### src/rtl/stx_pkg.sv
package stx_pkg;

  typedef enum logic [2:0] {
    ST_IDLE  = 3'd0,
    ST_START = 3'd1,
    ST_DATA  = 3'd2,
    ST_PAR   = 3'd3,
    ST_STOP  = 3'd4,
    ST_BRK   = 3'd5,
    ST_GUARD = 3'd6
  } stx_state_e;

  typedef struct packed {
    logic par_en;
    logic par_even;
  } line_cfg_t;

endpackage

### src/rtl/stx_fifo.sv
module stx_fifo #(
  parameter int W     = 8,
  parameter int DEPTH = 16
) (
  input  logic         clk,
  input  logic         rst_n,
  input  logic         push,
  input  logic [W-1:0] wdata,
  input  logic         pop,
  output logic [W-1:0] rdata,
  output logic         empty,
  output logic         full
);
  // DEPTH must be a power of two: the extra pointer bit tells full from empty
  localparam int AW = $clog2(DEPTH);

  logic [W-1:0] mem [DEPTH];
  logic [AW:0]  wp, rp;
  logic         do_push, do_pop;

  assign empty   = (wp == rp);
  assign full    = (wp[AW] != rp[AW]) && (wp[AW-1:0] == rp[AW-1:0]);
  assign do_push = push && !full;
  assign do_pop  = pop && !empty;
  assign rdata   = mem[rp[AW-1:0]];

  always_ff @(posedge clk or negedge rst_n) begin
    if (!rst_n) begin
      wp <= '0;
      rp <= '0;
    end else begin
      if (do_push) wp <= wp + 1'b1;
      if (do_pop)  rp <= rp + 1'b1;
    end
  end

  always_ff @(posedge clk) begin
    if (do_push) mem[wp[AW-1:0]] <= wdata;
  end

endmodule

### src/rtl/stx_bit_timer.sv
module stx_bit_timer #(
  parameter int OVS = 16
) (
  input  logic clk,
  input  logic rst_n,
  input  logic tick,
  input  logic run,
  output logic bit_end
);
  localparam int CW = (OVS > 1) ? $clog2(OVS) : 1;

  logic [CW-1:0] cnt;

  assign bit_end = run && tick && (cnt == CW'(OVS - 1));

  always_ff @(posedge clk or negedge rst_n) begin
    if (!rst_n) begin
      cnt <= '0;
    end else if (!run) begin
      cnt <= '0;
    end else if (tick) begin
      cnt <= bit_end ? '0 : cnt + 1'b1;
    end
  end

endmodule

### src/rtl/stx_shifter.sv
module stx_shifter
  import stx_pkg::*;
#(
  parameter int DATA_W = 8,
  parameter int OVS    = 16
) (
  input  logic              clk,
  input  logic              rst_n,
  input  logic              tick,
  input  logic              q_empty,
  input  logic [DATA_W-1:0] q_data,
  input  line_cfg_t         cfg,
  input  logic              brk_req,
  output logic              pop,
  output logic              txd,
  output stx_state_e        state,
  output logic              cfg_par_en
);
  localparam int IW = (DATA_W > 1) ? $clog2(DATA_W) : 1;

  stx_state_e        st, st_nx;
  logic [DATA_W-1:0] shreg;
  logic [IW-1:0]     bidx;
  logic              pbit;
  line_cfg_t         cfg_l;
  logic              run, bit_end, launch;

  assign run    = (st != ST_IDLE) && (st != ST_BRK);
  assign launch = (st == ST_IDLE) && !brk_req && tick && !q_empty;
  assign pop    = launch;

  stx_bit_timer #(.OVS(OVS)) u_timer (
    .clk     (clk),
    .rst_n   (rst_n),
    .tick    (tick),
    .run     (run),
    .bit_end (bit_end)
  );

  always_comb begin
    st_nx = st;
    unique case (st)
      ST_IDLE: begin
        if (brk_req)     st_nx = ST_BRK;
        else if (launch) st_nx = ST_START;
      end
      ST_START: if (bit_end) st_nx = ST_DATA;
      ST_DATA: begin
        if (bit_end && bidx == IW'(DATA_W - 1))
          st_nx = cfg_l.par_en ? ST_PAR : ST_STOP;
      end
      ST_PAR:   if (bit_end) st_nx = ST_STOP;
      ST_STOP:  if (bit_end) st_nx = ST_IDLE;
      ST_BRK:   if (!brk_req) st_nx = ST_GUARD;
      ST_GUARD: if (bit_end) st_nx = ST_IDLE;
      default:  st_nx = ST_IDLE;
    endcase
  end

  always_ff @(posedge clk or negedge rst_n) begin
    if (!rst_n) begin
      st    <= ST_IDLE;
      shreg <= '0;
      bidx  <= '0;
      pbit  <= 1'b0;
      cfg_l <= '0;
    end else begin
      st <= st_nx;
      if (launch) begin
        shreg <= q_data;
        cfg_l <= cfg;
        pbit  <= cfg.par_even ? ^q_data : ~^q_data;
        bidx  <= '0;
      end else if (st == ST_DATA && bit_end) begin
        shreg <= shreg >> 1;
        bidx  <= bidx + 1'b1;
      end
    end
  end

  always_comb begin
    unique case (st)
      ST_START: txd = 1'b0;
      ST_DATA:  txd = shreg[0];
      ST_PAR:   txd = pbit;
      ST_BRK:   txd = 1'b0;
      default:  txd = 1'b1;
    endcase
  end

  assign state      = st;
  assign cfg_par_en = cfg_l.par_en;

endmodule

### src/rtl/serial_tx_brk.sv
module serial_tx_brk
  import stx_pkg::*;
#(
  parameter int DATA_W = 8,
  parameter int DEPTH  = 16,
  parameter int OVS    = 16
) (
  input  logic              clk,
  input  logic              rst_n,
  input  logic              baud_tick,
  input  logic              wr_valid,
  output logic              wr_ready,
  input  logic [DATA_W-1:0] wr_data,
  input  logic              par_en,
  input  logic              par_even,
  input  logic              brk_req,
  output logic              txd,
  output logic              busy
);
  logic [DATA_W-1:0] q_data;
  logic              q_empty, q_full, q_pop;
  stx_state_e        sh_state;
  logic              sh_par_en;
  line_cfg_t         cfg;

  assign cfg.par_en   = par_en;
  assign cfg.par_even = par_even;

  stx_fifo #(.W(DATA_W), .DEPTH(DEPTH)) u_queue (
    .clk   (clk),
    .rst_n (rst_n),
    .push  (wr_valid),
    .wdata (wr_data),
    .pop   (q_pop),
    .rdata (q_data),
    .empty (q_empty),
    .full  (q_full)
  );

  stx_shifter #(.DATA_W(DATA_W), .OVS(OVS)) u_shift (
    .clk        (clk),
    .rst_n      (rst_n),
    .tick       (baud_tick),
    .q_empty    (q_empty),
    .q_data     (q_data),
    .cfg        (cfg),
    .brk_req    (brk_req),
    .pop        (q_pop),
    .txd        (txd),
    .state      (sh_state),
    .cfg_par_en (sh_par_en)
  );

  assign wr_ready = !q_full;
  assign busy     = (sh_state != ST_IDLE) || !q_empty;

endmodule

### config.mk
export PLATFORM = sky130hd
export DESIGN_NAME = serial_tx_brk
export DESIGN_NICKNAME = d
export VERILOG_FILES = /design/src/rtl/stx_pkg.sv /design/src/rtl/stx_fifo.sv /design/src/rtl/stx_bit_timer.sv /design/src/rtl/stx_shifter.sv /design/src/rtl/serial_tx_brk.sv
export SDC_FILE = /design/constraint.sdc
export NUM_CORES = 1
export LEC_CHECK = 0
export ABC_AREA = 1
export BUFFER_PORTS_ARGS = -buffer_cell sky130_fd_sc_hd__buf_2
export CAP_MARGIN = 40
export CELL_PAD_IN_SITES_DETAIL_PLACEMENT = 0
export CELL_PAD_IN_SITES_GLOBAL_PLACEMENT = 1
export CORE_ASPECT_RATIO = 0.75
export CORE_MARGIN = 4
export CORE_UTILIZATION = 51
export CTS_BUF_LIST = sky130_fd_sc_hd__clkbuf_8
export DETAILED_ROUTE_END_ITERATION = 8
export PLACE_DENSITY = 0.85
export SYNTH_ARGS = -nofsm -noshare
export SYNTH_HDL_FRONTEND = slang
export SYNTH_SLANG_ARGS = --single-unit
### constraint.sdc
create_clock -name clk -period 2.4 [get_ports clk]
set_input_delay 0.24 -clock clk [delete_from_list [all_inputs] [get_ports clk]]
set_output_delay 0.24 -clock clk [all_outputs]
set_load 0.005 [all_outputs]
==> flow_summary.json <==
{
  "slew_viol_final": 0,
  "dp_hpwl_mm": 10.9,
  "final_core_util_pct": 57.7,
  "gr-usage-all-layers_pct": 21.1,
  "core_area_um2": 13700,
  "path_class": "reg2reg",
  "final_common_cell": "nand2_1",
  "dr_wl_met2_mm": 7.60,
  "synth_fa_ha_area_share_pct": 1.40,
  "worst_ir_drop_vdd_v": 0.000550,
  "p_total_mw": 9.80,
  "hold_path.class": "in2reg",
  "drc": 0,
  "hold_ws_ns": 0.133,
  "ys_ff_latch": 158,
  "max_stage_delay_ns": 0.50,
  "met1Wirelength_mm": 7.65,
  "fin_crit_sh_pct": 93.3,
  "rows": 37,
  "syn_nets": 730,
  "cts_root_buffer": "clkbuf_8",
  "setup_ws_ns": 0.161,
  "layout-drive-gt1-share_pct": 12.3,
  "grt_max_degree": 69,
  "vias_per_cell": 5.35,
  "worst_path_most_repeated_cell": "nand2_1",
  "fin_nets": 768,
  "cts.reportedPaths.clkPinSlew_ns": 0.08,
  "layout_common_cells": "174 x nand2_1, 128 x edfxtp_1, 110 x nor2_1",
  "die_area_um2": 16000,
  "grt_remaining_overflow": 0,
  "synth_top_family_by_area": "simple AND/OR/NAND/NOR gates",
  "grt_pass1_vias": 5051,
  "yosys_warnings": 0,
  "clk_latency_ns": 0.44,
  "yosysUniqueCellTypes": 33,
  "status": "finished clean",
  "synth-simple-area-share_pct": 20.2,
  "cp_max_fo": 34,
  "start_util_pct": 52.2,
  "cp_cell_sequence": "buf_4 -> clkbuf_16 -> nor2_1 -> nor2_1 -> o21ai_1 -> nand2_1 -> nand2_1 -> nand2_1 -> nor2_1 -> nand2_1 -> nand2_1 -> nand2_1 -> nand3_1 -> nand2_1 -> nand2_1 -> nand2_1 -> nand2_1 -> nand2_1",
  "critPathRequiredTime_ns": 2.73,
  "setup_violations": 0,
  "cts_tree": "built",
  "p_leak_nw": 3.32,
  "power_switching_mw": 4.03,
  "routed_wl_mm": 16.6,
  "endpoint_kind": "register",
  "powerDensity_nw_per_um2": 1230,
  "antenna_found_initial": 0,
  "fmax_mhz": 447,
  "synthXorXnorAreaFrac_pct": 1.59,
  "swShare_pct": 41.1,
  "netlist_area_um2": 7170,
  "top_layer_used": "met4",
  "syn-instance-count": 707,
  "power_frac_clock_pct": 19.8,
  "wl_per_cell_um": 17.8,
  "cap_violations": 0,
  "post-place-ws_ns": 0.133,
  "clock-sinks": 158,
  "muxShareOfSynthArea_pct": 0,
  "syn_avg_cell_area_um2": 10.1,
  "cell_internal_pwr_mw": 5.77,
  "max_slew_margin_pct": 42.2,
  "crit_slowest_cell": "dfrtp_2",
  "dr.pass1.iters": 5,
  "worst_slew_pin_slew_ns": 0.863,
  "synth_compound_area_share_pct": 6.23,
  "ant_nets": 0,
  "skew_ns": 0.0124,
  "comb_power_share_pct": 42.9,
  "pin_count": 18,
  "cts.htree.levels": 4,
  "start_kind": "register",
  "fp.dieW_um": 145,
  "vias": 4993,
  "fin_crit_ns": 2.24,
  "gp_congestion": 0.863,
  "grt_pass1_wl_mm": 26.2,
  "ctsLongestPathBuffers": 2,
  "die_h_um": 111,
  "power_frac_seq_pct": 37.3,
  "yosysSeqAreaShare_pct": 64.1,
  "numPortBuffers": 17,
  "hold_viol": 0,
  "wl_met3_mm": 1.10,
  "antenna_cells": 0,
  "area_growth_pct": 10.7,
  "tritoncts.num_buffers": 17,
  "worstPathArrival_ns": 2.57,
  "drt-initial-drc-count": 449
}
==> routing by layer <==
metal	global-route usage (%)	vias to the layer above
met1	29.2	2383
met3	4.90	25
met5	0	-
met2	33.3	170
met4	7.28	0
li1	-	2415
==> sequential cells by signal, summed over array words and instances (netlist names) <==
register             count
u_shift.state            3
u_shift.bidx             3
u_shift.pbit             1
u_shift.shreg            8
u_shift.cfg_par_en       1
u_shift.u_timer.cnt      4
u_queue.rp               5
u_queue.wp               5
u_queue.mem            128
==> logic make-up after synthesis <==
family                     Yosys count
AOI/OAI and AO/OA                   85
and+or+nand+nor                    351
xor gates and xnor gates            13
DFF                                158
buffers and inverters               92
adders and majority gates            8
==> worst max-delay path, delay by kind of cell, from the launching register on <==
family                 cells  cell delay (ns)
AO/OA/AOI/OAI              1             0.08
buffers and inverters      2             0.37
flip-flops                 1             0.50
AND/OR/NAND/NOR           15             1.17
==> synth_stat cells <==
master,count,area (µm²)
nor2_1,110,413
buf_2,6,30.0
nand2_2,4,25.0
inv_1,60,225
nand2_4,2,22.5
o21ai_2,1,8.76
nand2_1,174,653
a21oi_1,6,30.0
xnor2_1,1,8.76
nor2_2,4,25.0
o211ai_1,2,15.0
nand3_1,46,230
o22ai_1,6,37.5
nor3_1,3,15.0
clkinv_1,1,3.75
o21ai_1,19,95.1
or2_2,1,6.26
o21ai_0,49,245
nand3b_1,2,15.0
inv_8,1,11.3
xor2_1,12,105
dfrtp_1,30,751
a211oi_1,2,15.0
buf_1,1,3.75
buf_6,12,135
inv_2,6,22.5
buf_4,4,30.0
ha_1,8,100
nand3_2,1,10.0
clkbuf_1,1,3.75
nor3_4,1,16.3
nand4_1,3,18.8
edfxtp_1,128,3840
==> path summary, 6_finish.rpt <==
check / startpoint / cells past startpoint / end / slack, ns
hold reg to reg: u_shift.pbit$_DFFE_PN0P_ / 2 / u_shift.pbit$_DFFE_PN0P_ / 0.50
min in group asynchronous: rst_n / 2 / u_shift.shreg[5]$_DFFE_PN0P_ / 0.38
max in group asynchronous: rst_n / 2 / u_queue.rp[0]$_DFFE_PN0P_ / 1.51
setup reg to reg: u_queue.rp[0]$_DFFE_PN0P_ / 18 / u_shift.pbit$_DFFE_PN0P_ / 0.16
hold / removal: baud_tick / 3 / u_shift.u_timer.cnt[1]$_DFFE_PN0P_ / 0.13
setup / recovery: u_queue.rp[0]$_DFFE_PN0P_ / 18 / u_shift.pbit$_DFFE_PN0P_ / 0.16
==> what timing repair did <==
action,4_1_cts,5_1_grt
hold buffers,2,0
gates resized for setup,0,5
endpoints found under the setup margin,0,1
hold endpoints to repair,31,0
setup buffers,0,1
==> power by group through the flow <==
stage          combinational, mW  sequential, mW  clock [mW]
2_1_floorplan               2.94            3.63           0
3_3_place_gp                3.90            3.68           0
3_5_place_dp                3.99            3.70           0
4_1_cts                     4.02            3.64        1.96
5_1_grt                     4.75            3.69        2.08
6_report                    4.21            3.65        1.94
==> area by class of cell <==
class	instances	area, µm²
clock inverters	14	140
inverters	68	265
multi-input cells	457	2120
flip-flops and latches	158	4600
repair buffers	43	353
well taps	175	219
clock buffers	18	248
fillers	1151	5810
==> per-stage QoR <==
stage / cells / cell area [µm²] / TNS, ns
6_report: 933 / 7940 / 0
5_1_grt: 933 / 7940 / -0.0223
4_1_cts: 930 / 7860 / 0
3_5_place_dp: 896 / 7460 / 0
3_3_place_gp: 895 / 7450 / 0
2_1_floorplan: 707 / 7170 / 0
Power figures use the tool's default switching activity.
